**config.mk**
```make
export PLATFORM = sky130hd
export DESIGN_NAME = wupd_coherence_ctrl
export DESIGN_NICKNAME = d
export VERILOG_FILES = /design/src/rtl/wupd_pkg.sv /design/src/rtl/wupd_line_store.sv /design/src/rtl/wupd_snoop.sv /design/src/rtl/wupd_fsm.sv /design/src/rtl/wupd_coherence_ctrl.sv
export SDC_FILE = /design/constraint.sdc
export NUM_CORES = 1
export LEC_CHECK = 0
export ABC_AREA = 1
export BUFFER_PORTS_ARGS = -buffer_cell sky130_fd_sc_hd__buf_2
export CORE_MARGIN = 2
export CORE_UTILIZATION = 55
export DETAILED_ROUTE_END_ITERATION = 8
export GPL_TIMING_DRIVEN = 0
export PLACE_DENSITY = 0.78
export SLEW_MARGIN = 5
export SYNTH_ARGS = -nofsm -noshare
export SYNTH_HDL_FRONTEND = slang
export SYNTH_HIERARCHICAL = 1
export SYNTH_SLANG_ARGS = --single-unit
```
**constraint.sdc**
```tcl
create_clock -name clk -period 3.1 [get_ports clk]
set_input_delay 0 -clock clk [delete_from_list [all_inputs] [get_ports clk]]
set_output_delay 0 -clock clk [all_outputs]
set_load 0.01 [all_outputs]
```
**src/rtl/wupd_pkg.sv**
```systemverilog
package wupd_pkg;

    typedef enum logic [2:0] {
        CMD_NONE    = 3'd0,
        CMD_RD_MISS = 3'd1,
        CMD_WR_MISS = 3'd2,
        CMD_UPDATE  = 3'd3,
        CMD_WRBACK  = 3'd4
    } bus_cmd_e;

    typedef enum logic [1:0] {
        LS_SOLE_CLEAN   = 2'd0,
        LS_SHARED_CLEAN = 2'd1,
        LS_SOLE_DIRTY   = 2'd2
    } line_st_e;

    typedef enum logic [2:0] {
        FS_IDLE,
        FS_TAG,
        FS_EVICT,
        FS_MISS,
        FS_UPD,
        FS_RESP
    } fsm_st_e;

endpackage

```
**src/rtl/wupd_line_store.sv**
```systemverilog
module wupd_line_store
    import wupd_pkg::*;
#(
    parameter int LINES  = 4,
    parameter int TAG_W  = 6,
    parameter int DATA_W = 16
) (
    input  logic                     clk,
    input  logic                     rst_n,
    input  logic [$clog2(LINES)-1:0] a_idx,
    output logic                     a_valid,
    output logic [TAG_W-1:0]         a_tag,
    output line_st_e                 a_st,
    output logic [DATA_W-1:0]        a_data,
    input  logic [$clog2(LINES)-1:0] b_idx,
    output logic                     b_valid,
    output logic [TAG_W-1:0]         b_tag,
    output line_st_e                 b_st,
    output logic [DATA_W-1:0]        b_data,
    input  logic                     fw_en,
    input  logic [$clog2(LINES)-1:0] fw_idx,
    input  logic [TAG_W-1:0]         fw_tag,
    input  line_st_e                 fw_st,
    input  logic [DATA_W-1:0]        fw_data,
    input  logic                     sw_en,
    input  logic [$clog2(LINES)-1:0] sw_idx,
    input  line_st_e                 sw_st,
    input  logic [DATA_W-1:0]        sw_data
);
    localparam int IDX_W = $clog2(LINES);

    logic              vld_w  [LINES];
    logic [TAG_W-1:0]  tag_w  [LINES];
    line_st_e          st_w   [LINES];
    logic [DATA_W-1:0] data_w [LINES];

    for (genvar i = 0; i < LINES; i++) begin : g_line
        logic              v_q;
        logic [TAG_W-1:0]  t_q;
        line_st_e          s_q;
        logic [DATA_W-1:0] d_q;

        // snoop port wins; the controller never writes while a peer command is active
        always_ff @(posedge clk or negedge rst_n) begin
            if (!rst_n) begin
                v_q <= 1'b0;
                t_q <= '0;
                s_q <= LS_SOLE_CLEAN;
                d_q <= '0;
            end else if (sw_en && sw_idx == IDX_W'(i)) begin
                s_q <= sw_st;
                d_q <= sw_data;
            end else if (fw_en && fw_idx == IDX_W'(i)) begin
                v_q <= 1'b1;
                t_q <= fw_tag;
                s_q <= fw_st;
                d_q <= fw_data;
            end
        end

        assign vld_w[i]  = v_q;
        assign tag_w[i]  = t_q;
        assign st_w[i]   = s_q;
        assign data_w[i] = d_q;
    end

    assign a_valid = vld_w[a_idx];
    assign a_tag   = tag_w[a_idx];
    assign a_st    = st_w[a_idx];
    assign a_data  = data_w[a_idx];
    assign b_valid = vld_w[b_idx];
    assign b_tag   = tag_w[b_idx];
    assign b_st    = st_w[b_idx];
    assign b_data  = data_w[b_idx];
endmodule

```
**src/rtl/wupd_snoop.sv**
```systemverilog
module wupd_snoop
    import wupd_pkg::*;
#(
    parameter int LINES  = 4,
    parameter int ADDR_W = 8,
    parameter int DATA_W = 16
) (
    input  logic [2:0]                        snp_cmd,
    input  logic [ADDR_W-1:0]                 snp_addr,
    input  logic [DATA_W-1:0]                 snp_data_in,
    output logic [$clog2(LINES)-1:0]          b_idx,
    input  logic                              b_valid,
    input  logic [ADDR_W-$clog2(LINES)-1:0]   b_tag,
    input  line_st_e                          b_st,
    input  logic [DATA_W-1:0]                 b_data,
    output logic                              snp_shared,
    output logic [DATA_W-1:0]                 snp_data_out,
    output logic                              snp_flush,
    output logic                              sw_en,
    output line_st_e                          sw_st,
    output logic [DATA_W-1:0]                 sw_data
);
    localparam int IDX_W = $clog2(LINES);

    bus_cmd_e cmd;
    logic     match;

    assign cmd   = bus_cmd_e'(snp_cmd);
    assign b_idx = snp_addr[IDX_W-1:0];
    assign match = b_valid && (b_tag == snp_addr[ADDR_W-1:IDX_W]);

    always_comb begin
        snp_shared   = 1'b0;
        snp_data_out = '0;
        snp_flush    = 1'b0;
        sw_en        = 1'b0;
        sw_st        = LS_SHARED_CLEAN;
        sw_data      = b_data;
        unique case (cmd)
            CMD_RD_MISS, CMD_WR_MISS: begin
                if (match) begin
                    snp_shared   = 1'b1;
                    snp_data_out = b_data;
                    snp_flush    = (cmd == CMD_RD_MISS) && (b_st == LS_SOLE_DIRTY);
                    sw_en        = 1'b1;
                end
            end
            CMD_UPDATE: begin
                if (match) begin
                    snp_shared = 1'b1;
                    sw_en      = 1'b1;
                    sw_data    = snp_data_in;
                end
            end
            default: ;
        endcase
    end
endmodule

```
**src/rtl/wupd_fsm.sv**
```systemverilog
module wupd_fsm
    import wupd_pkg::*;
#(
    parameter int LINES  = 4,
    parameter int ADDR_W = 8,
    parameter int DATA_W = 16
) (
    input  logic                              clk,
    input  logic                              rst_n,
    input  logic                              cpu_req,
    input  logic                              cpu_we,
    input  logic [ADDR_W-1:0]                 cpu_addr,
    input  logic [DATA_W-1:0]                 cpu_wdata,
    output logic                              cpu_ready,
    output logic                              cpu_done,
    output logic [DATA_W-1:0]                 cpu_rdata,
    input  logic                              peer_busy,
    input  logic                              bus_shared,
    input  logic [DATA_W-1:0]                 bus_rdata,
    output bus_cmd_e                          bus_cmd,
    output logic [ADDR_W-1:0]                 bus_addr,
    output logic [DATA_W-1:0]                 bus_wdata,
    output logic [$clog2(LINES)-1:0]          a_idx,
    input  logic                              a_valid,
    input  logic [ADDR_W-$clog2(LINES)-1:0]   a_tag,
    input  line_st_e                          a_st,
    input  logic [DATA_W-1:0]                 a_data,
    output logic                              fw_en,
    output logic [ADDR_W-$clog2(LINES)-1:0]   fw_tag,
    output line_st_e                          fw_st,
    output logic [DATA_W-1:0]                 fw_data
);
    localparam int IDX_W = $clog2(LINES);
    localparam int TAG_W = ADDR_W - IDX_W;

    fsm_st_e           st_q, st_d;
    logic              we_q;
    logic [ADDR_W-1:0] addr_q;
    logic [DATA_W-1:0] wdata_q;
    logic [TAG_W-1:0]  req_tag;
    logic              hit;

    assign a_idx   = addr_q[IDX_W-1:0];
    assign req_tag = addr_q[ADDR_W-1:IDX_W];
    assign hit     = a_valid && (a_tag == req_tag);

    always_ff @(posedge clk or negedge rst_n) begin
        if (!rst_n) begin
            st_q    <= FS_IDLE;
            we_q    <= 1'b0;
            addr_q  <= '0;
            wdata_q <= '0;
        end else begin
            st_q <= st_d;
            if (st_q == FS_IDLE && cpu_req) begin
                we_q    <= cpu_we;
                addr_q  <= cpu_addr;
                wdata_q <= cpu_wdata;
            end
        end
    end

    always_comb begin
        st_d = st_q;
        unique case (st_q)
            FS_IDLE:  if (cpu_req) st_d = FS_TAG;
            FS_TAG: begin
                if (!peer_busy) begin
                    if (hit)
                        st_d = (we_q && a_st == LS_SHARED_CLEAN) ? FS_UPD : FS_RESP;
                    else if (a_valid && a_st == LS_SOLE_DIRTY)
                        st_d = FS_EVICT;
                    else
                        st_d = FS_MISS;
                end
            end
            FS_EVICT: if (!peer_busy) st_d = FS_MISS;
            FS_MISS:  if (!peer_busy) st_d = (we_q && bus_shared) ? FS_UPD : FS_RESP;
            FS_UPD:   if (!peer_busy) st_d = FS_RESP;
            FS_RESP:  st_d = FS_IDLE;
            default:  st_d = FS_IDLE;
        endcase
    end

    always_comb begin
        cpu_ready = (st_q == FS_IDLE);
        cpu_done  = (st_q == FS_RESP);
        cpu_rdata = a_data;
        bus_cmd   = CMD_NONE;
        bus_addr  = addr_q;
        bus_wdata = '0;
        fw_en     = 1'b0;
        fw_tag    = req_tag;
        fw_st     = LS_SOLE_DIRTY;
        fw_data   = wdata_q;
        if (!peer_busy) begin
            unique case (st_q)
                FS_TAG: begin
                    fw_en = hit && we_q && (a_st != LS_SHARED_CLEAN);
                end
                FS_EVICT: begin
                    bus_cmd   = CMD_WRBACK;
                    bus_addr  = {a_tag, a_idx};
                    bus_wdata = a_data;
                end
                FS_MISS: begin
                    bus_cmd = we_q ? CMD_WR_MISS : CMD_RD_MISS;
                    fw_en   = 1'b1;
                    if (we_q) begin
                        fw_st = bus_shared ? LS_SHARED_CLEAN : LS_SOLE_DIRTY;
                    end else begin
                        fw_st   = bus_shared ? LS_SHARED_CLEAN : LS_SOLE_CLEAN;
                        fw_data = bus_rdata;
                    end
                end
                FS_UPD: begin
                    bus_cmd   = CMD_UPDATE;
                    bus_wdata = wdata_q;
                    fw_en     = 1'b1;
                    fw_st     = LS_SHARED_CLEAN;
                end
                default: ;
            endcase
        end
    end
endmodule

```
**src/rtl/wupd_coherence_ctrl.sv**
```systemverilog
module wupd_coherence_ctrl
    import wupd_pkg::*;
#(
    parameter int LINES  = 4,
    parameter int ADDR_W = 8,
    parameter int DATA_W = 16
) (
    input  logic              clk,
    input  logic              rst_n,
    input  logic              cpu_req,
    input  logic              cpu_we,
    input  logic [ADDR_W-1:0] cpu_addr,
    input  logic [DATA_W-1:0] cpu_wdata,
    output logic              cpu_ready,
    output logic              cpu_done,
    output logic [DATA_W-1:0] cpu_rdata,
    output logic [2:0]        bus_cmd,
    output logic [ADDR_W-1:0] bus_addr,
    output logic [DATA_W-1:0] bus_wdata,
    input  logic              bus_shared,
    input  logic [DATA_W-1:0] bus_rdata,
    input  logic [2:0]        snp_cmd,
    input  logic [ADDR_W-1:0] snp_addr,
    input  logic [DATA_W-1:0] snp_data_in,
    output logic              snp_shared,
    output logic [DATA_W-1:0] snp_data_out,
    output logic              snp_flush
);
    localparam int IDX_W = $clog2(LINES);
    localparam int TAG_W = ADDR_W - IDX_W;

    logic [IDX_W-1:0]  a_idx, b_idx;
    logic              a_valid, b_valid;
    logic [TAG_W-1:0]  a_tag, b_tag, fw_tag;
    line_st_e          a_st, b_st, fw_st, sw_st;
    logic [DATA_W-1:0] a_data, b_data, fw_data, sw_data;
    logic              fw_en, sw_en;
    bus_cmd_e          cmd_int;
    logic              peer_busy;

    assign peer_busy = (snp_cmd != 3'd0);
    assign bus_cmd   = cmd_int;

    wupd_line_store #(.LINES(LINES), .TAG_W(TAG_W), .DATA_W(DATA_W)) u_store (
        .clk(clk), .rst_n(rst_n),
        .a_idx(a_idx), .a_valid(a_valid), .a_tag(a_tag), .a_st(a_st), .a_data(a_data),
        .b_idx(b_idx), .b_valid(b_valid), .b_tag(b_tag), .b_st(b_st), .b_data(b_data),
        .fw_en(fw_en), .fw_idx(a_idx), .fw_tag(fw_tag), .fw_st(fw_st), .fw_data(fw_data),
        .sw_en(sw_en), .sw_idx(b_idx), .sw_st(sw_st), .sw_data(sw_data)
    );

    wupd_snoop #(.LINES(LINES), .ADDR_W(ADDR_W), .DATA_W(DATA_W)) u_snoop (
        .snp_cmd(snp_cmd), .snp_addr(snp_addr), .snp_data_in(snp_data_in),
        .b_idx(b_idx), .b_valid(b_valid), .b_tag(b_tag), .b_st(b_st), .b_data(b_data),
        .snp_shared(snp_shared), .snp_data_out(snp_data_out), .snp_flush(snp_flush),
        .sw_en(sw_en), .sw_st(sw_st), .sw_data(sw_data)
    );

    wupd_fsm #(.LINES(LINES), .ADDR_W(ADDR_W), .DATA_W(DATA_W)) u_fsm (
        .clk(clk), .rst_n(rst_n),
        .cpu_req(cpu_req), .cpu_we(cpu_we), .cpu_addr(cpu_addr), .cpu_wdata(cpu_wdata),
        .cpu_ready(cpu_ready), .cpu_done(cpu_done), .cpu_rdata(cpu_rdata),
        .peer_busy(peer_busy), .bus_shared(bus_shared), .bus_rdata(bus_rdata),
        .bus_cmd(cmd_int), .bus_addr(bus_addr), .bus_wdata(bus_wdata),
        .a_idx(a_idx), .a_valid(a_valid), .a_tag(a_tag), .a_st(a_st), .a_data(a_data),
        .fw_en(fw_en), .fw_tag(fw_tag), .fw_st(fw_st), .fw_data(fw_data)
    );
endmodule

```
* After elaboration in Yosys (flattened, before gate mapping) *
Cells that the tools add are included.
Widths: inputs -> output; s select.

word-level totals
  register bits after elaboration = 128
  output and inout port bits = 63

operators by class
  order comparisons = 2
  equal/unequal tests = 25
  muxes and demuxes = 75
  bitwise gates (word level) = 6
  reduce and logical (&&, ||, !) cells = 33

operators by type and width
  kind                count
  $mux 16             20
  $bmux 16 s2         2
  $mux 2              16
  $pmux 16 s2         1
  $bmux 6 s2          2
  $mux 6              4
  $mux 3              7
  $logic_and 1x1->1   17
  $mux 8              2
  $pmux 3 s5          1
  $mux 1              13
  $eq 2x2->1 const B  6
  $eq 3x2->1 const B  4
  $eq 6x6->1          2
  $ne 2x2->1 const B  5
  $pmux 3 s3          1
  $bmux 2 s2          2
  $reduce_and 2->1    4
  $reduce_bool 2->1   4
  $eq 2x1->1 const B  3
  $eq 3x1->1 const B  2
  $eq 3x3->1 const B  2
  $ge 3x3->1 const B  2
  $not 2->3           2
  11 further kinds    17

* Longest topological paths before layout *
  word-level depth = 13
  gate-level depth with buffers = 22
  depth with buffers taken out = 18

* Cells and area by module *
The synthesis kept the hierarchy.

modules (own cells, without submodules)
  module               instances  cells an instance  area each (µm²)
  wupd_line_store      1          961                6448.7
  wupd_fsm             1          272                2011.9
  wupd_snoop           1          158                740.7
  wupd_coherence_ctrl  1          3                  11.3

* Least setup slack after synthesis *
OpenSTA, ideal clock, no wires.

  path type = register to register
  start point = reg u_fsm.addr_q[1]
  end point = reg u_store.g_line[2].t_q[4]
  library setup time = 0.121 ns
  data arrival time = 2.635 ns
  required time = 2.979 ns
  path slack = 0.344 ns
  cell stages (with the launch flop) = 22
  period minus slack after synthesis = 2.756 ns
  cells stage by stage = dfrtp_1 > clkbuf_1 > inv_1 > buf_1 > nand2_1 > nand2_1 > inv_1 > nand2_1 > nand2_1 > nor2_1 > nand2_1 > nor2_1 > nand2_1 > nand2_1 > and3_1 > buf_2 > nand2_1 > nor2_4 > nand2_2 > buf_2 > nand2_1 > o21ai_1

between the ends
  longest elaborated chain between the ends = 12

ends and longest elaborated chain
  element                                     RTL line                   source
  from (decl)                                 wupd_fsm.sv:38             logic [ADDR_W-1:0] addr_q;
  from (signal assigned)                      wupd_fsm.sv:57             addr_q <= cpu_addr;
  $not 2->3 (implied by the code)             wupd_line_store.sv:68      assign a_tag = tag_w[a_idx];
  $bmux 6 s2                                  wupd_line_store.sv:68
  $mux 6 (implied by the code) (2 in series)  wupd_line_store.sv:68
  via a_tag[4]                                wupd_coherence_ctrl.sv:34  logic [TAG_W-1:0] a_tag, b_tag, fw_tag;
  $eq 6x6->1                                  wupd_fsm.sv:45             assign hit = a_valid && (a_tag == req_tag);
  $logic_and 1x1->1                           wupd_fsm.sv:45
  $logic_and 1x1->1 (2 in series)             wupd_fsm.sv:99             fw_en = hit && we_q && (a_st != LS_SHARED_CLEAN);
  $pmux 1 s2                                  wupd_fsm.sv:97             unique case (st_q)
  $mux 1                                      wupd_fsm.sv:96             if (!peer_busy) begin
  via fw_en                                   wupd_coherence_ctrl.sv:37  logic fw_en, sw_en;
  $logic_and 1x1->1                           wupd_line_store.sv:53      end else if (fw_en && fw_idx == IDX_W'(i)) begin
  $reduce_and 2->1 (no line)                  --
  to (signal assigned)                        wupd_line_store.sv:55      t_q <= fw_tag;
  to (decl)                                   wupd_line_store.sv:39      logic [TAG_W-1:0] t_q;

The timed path passes the listed nets, and every way through them passes these cells. The select of a mux whose other input is x is not followed.
A chain may end at the register's enable or synchronous reset.

* Worst setup path in the final report *
  start point = reg u_fsm.addr_q[0]
  end point = reg u_store.g_line[2].d_q[0]

between the ends
  longest elaborated chain between the ends = 12

ends and longest elaborated chain
  element                                     RTL line                   source
  $not 2->3 (implied by the code)             wupd_line_store.sv:68
  $bmux 6 s2                                  wupd_line_store.sv:68
  $mux 6 (implied by the code) (2 in series)  wupd_line_store.sv:68
  via a_tag[3]                                wupd_coherence_ctrl.sv:34
  $eq 6x6->1                                  wupd_fsm.sv:45
  $logic_and 1x1->1                           wupd_fsm.sv:45
  $logic_and 1x1->1 (2 in series)             wupd_fsm.sv:99
  $pmux 1 s2                                  wupd_fsm.sv:97
  $mux 1                                      wupd_fsm.sv:96
  via fw_en                                   wupd_coherence_ctrl.sv:37
  $logic_and 1x1->1                           wupd_line_store.sv:53
  $reduce_bool 2->1 (no line)                 --
  to (signal assigned)                        wupd_line_store.sv:52      d_q <= sw_data;
  to (signal assigned)                        wupd_line_store.sv:57      d_q <= fw_data;
  to (decl)                                   wupd_line_store.sv:41      logic [DATA_W-1:0] d_q;

The timed path passes the listed nets, and every way through them passes these cells. The select of a mux whose other input is x is not followed.

==> reports/results.txt <==
Startpoint types: flip-flop
Syn-to-layout area delta: 21.55%
Top Metal Used: met4
FF-to-FF path depth: 20
Synthesis Warnings: 6
Post-route non-filler standard cell count: 1814
Setup WS pre-CTS: -0.4997 ns
Peak supply drop: 0.5531 mV
Area leader, netlist: dfrtp_1
Share of cells above drive strength 1: 20.20%
Initial antenna violation count: 0
Setup slack, reg-to-reg: 0.13 ns
Iter 0 DRT Violations: 1592
Synthesized instance count: 1394
Clk_skew: 0.009421 ns
DP HPWL: 24.20 mm
Critical path endpoint: u_store/g_line[2].d_q[0]
Crit end category: flip-flop
DR vias/cell: 5.818
Count of pins over their slew limit: 0
Clock Latency Late Sink: 0.43 ns
Crit path DAT: 3.32 ns
Setup violations, final: 0
Area share of the largest cell type after synthesis: 34.77%
Die Height: 133.4 µm
Synth area leaders: dfrtp_1 (35%), nand2_1 (19%), nand3_1 (14%), o21ai_0 (6.2%), inv_1 (4.2%)
Initial Util: 55.95%
Hold Crit Class: in -> reg
Post-Syn Nets: 1466
Worst r2r src: u_fsm/addr_q[0]
Drt first pass iters: 6
Max H-tree Level: 4
Max-slew headroom: 41.61%
Antenna cells: 0
Crit-path max FO: 10
RSZ-0062 raised after global routing: yes
Sink Count: 128
Post-route ant nets: 0
Clock Tree Root: clkbuf_16
Die area: 17800 µm²
Clock Tree Buf Depth: 2
Max_cap viols: 0
Vias in the first global route: 9524
Residual DRC: 0
Cell count after placement: 1747
Metal-1 WL: 13.66 mm
First-pass GRT wire length: 50.23 mm
Cell variety after synth: 36
Min Hold Slack: 0.03535 ns
Setup ws final: 0.1343 ns
Status: complete, no violations
Top-level port count: 135
Fin nets: 1653
Critical path launch point: u_fsm/addr_q[0]
WS Path Type: reg -> reg
Cts bufs inserted: 17
Tightest Pin Transition: 0.8667 ns
Rows: 47
Total GRT Usage: 36.13%
I/O Buffers: 132
Clk slew on worst S/H paths: 0.06 ns
Met3 Routed Length: 4.449 mm
CTS tree: built
Area of the core: 16470 µm²
Die W: 133.4 µm
Max Clock Freq: 337.2 MHz
Leak Pwr: 0.005656 µW
Flops & latches, synth: 128
Gr ovfl total: 0
WL final: 32.51 mm
Vias: 10550
Power Density: 792.6 nW/µm²
Routed wl met2: 13.83 mm
Avg Cell Area, Syn: 6.609 µm²
Final period util: 95.67%
Largest net degree at the start of global routing: 83
Cell Area, Synth: 9213 µm²
Critical R2R Capture: u_store/g_line[2].d_q[0]
Sequential element share of the synthesized area: 34.77%
CP required: 3.46 ns
Avg WL per Cell: 17.92 µm
Final hold violation count: 0
Placer Congestion: 0.9725
Post-layout minimum cycle time: 2.966 ns
## timing repair
action                     CTS  global route
pin swaps                    2             3
buffers inserted             1             4
hold endpoints to repair   131             0
hold buffers                29             0
cloned                       0             1
setup endpoints to repair  100            96
gates resized for setup     20            39
## report_power, final
part	internal [µW]	leakage, µW	switching (µW)	total (µW)
Combinational	1440	0.00372	2670	4110
Sequential	2300	0.00167	548	2850
Clock	1160	0.000272	763	1920
Total	4900	0.00566	3980	8880
## layout by cell type (no fill, tap or decap), types with 6 or more instances in the layout
master and n:
nand2_1 472, nand3_1 253, buf_2 157, dfrtp_1 127
o21ai_0 110, inv_1 101, nand4_1 54, buf_4 44
nor2_1 30, dlygate4sd3_1 29, clkbuf_1 28, clkbuf_16 17
a21oi_1 16, a22o_1 15, inv_2 14, nor2_2 12
mux2_2 12, o21ai_1 12, nand2_2 10, buf_1 9
buf_6 7, clkbuf_4 7, nand3_4 6
## kinds of logic (layout without fill, tap and decap cells)
family	after synthesis	count (layout)	synth area share, %
multiplexers	17	17	2.078
AND/OR/NAND/NOR	853	853	41.86
flip-flops	128	128	34.77
AO/OA/AOI/OAI	162	162	9.548
buffers and inverters	232	432	11.67
other	2	2	0.08152
## flip-flops by register name, indices dropped and copies added (netlist names)
name / flops
u_store/g_line.d_q: 64
u_fsm/addr_q: 8
u_fsm/wdata_q: 16
u_store/g_line.s_q: 8
u_fsm/st_q: 3
u_fsm/we_q: 1
u_store/g_line.t_q: 24
u_store/g_line.v_q: 4
## per-layer routing
metal	GRT usage, %	vias to the layer above
met5	0	-
met4	9.515	0
met3	13.36	62
met2	52.21	692
met1	51.29	4853
li1	-	4947
## area by class of cell
class | count | area, µm²
clock buffer | 22 | 474.2
timing repair buffer | 168 | 1030
tap | 220 | 275.3
sequential | 128 | 3204
multi-input combinational | 1034 | 4987
fill | 1448 | 5268
buffer | 115 | 691.9
clock inverter | 10 | 86.33
inverter | 117 | 449.2
## critical path: stages, from the launching register on
cell      delay [ns]
dfrtp_1         0.42
buf_4           0.20
clkbuf_4        0.21
o21ai_2         0.16
nand2_1         0.07
nand2_1         0.14
inv_1           0.06
nand2_1         0.08
nand2_1         0.06
nor2_1          0.10
nand2_1         0.07
nor2_1          0.12
nand2_1         0.07
nand2_1         0.08
and3_1          0.16
buf_6           0.15
nand2_1         0.10
nor2_4          0.14
buf_2           0.27
nand3_1         0.12
nand3_1         0.10
## worst min path at each step
| stage | slack, ns | cells past startpoint | from | to |
|---|---|---|---|---|
| 2_1_floorplan | -0.30 | 0 | rst_n | u_fsm/addr_q[0] |
| 3_3_place_gp | 0.22 | 2 | cpu_wdata[0] | u_fsm/wdata_q[0] |
| 3_5_place_dp | -0.04 | 1 | rst_n | u_fsm/addr_q[5] |
| 4_1_cts | 0.02 | 4 | snp_addr[0] | u_store/g_line[3].s_q[1] |
| 5_1_grt | 0.06 | 4 | snp_addr[0] | u_store/g_line[3].d_q[15] |
| 6_report | 0.04 | 4 | snp_addr[0] | u_store/g_line[3].s_q[1] |
## Yosys cell counts
| cell type | instances |
|---|---|
| nor2_2 | 13 |
| inv_6 | 1 |
| buf_4 | 33 |
| nand2_1 | 477 |
| nand4_1 | 54 |
| o31ai_1 | 1 |
| o21ai_2 | 1 |
| buf_2 | 33 |
| inv_2 | 14 |
| o21ai_1 | 11 |
| buf_6 | 3 |
| a22o_1 | 15 |
| o211ai_1 | 2 |
| nor2_4 | 4 |
| nor2_8 | 1 |
| a31oi_1 | 1 |
| nor2_1 | 30 |
| mux2_1 | 5 |
| clkbuf_1 | 32 |
| nand3b_1 | 1 |
| a21oi_1 | 16 |
| nor3_1 | 3 |
| conb_1 | 2 |
| buf_1 | 13 |
| dfrtp_1 | 128 |
| nand2_4 | 1 |
| nand2_2 | 5 |
| o21ai_0 | 115 |
| inv_1 | 102 |
| nor3_4 | 1 |
| and3_1 | 1 |
| nand3_4 | 4 |
| nand3_2 | 4 |
| mux2_2 | 12 |
| buf_8 | 1 |
| nand3_1 | 254 |
## metrics by stage
| stage | TNS [ns] | instance area [µm²] | total power, µW | utilization, % |
|---|---|---|---|---|
| 5_1_grt | -0.7500 | 11200 | 9399 | 68.01 |
| 6_report | 0 | 11200 | 8875 | 68.01 |
| 4_1_cts | -0.04077 | 11080 | 8613 | 67.30 |
| 3_3_place_gp | -26.54 | 10150 | 6476 | 61.63 |
| 2_1_floorplan | 0 | 9213 | 5294 | - |
| 3_5_place_dp | -29.77 | 10180 | 6586 | 61.84 |
Note: power is estimated with default switching activity, not from simulation.
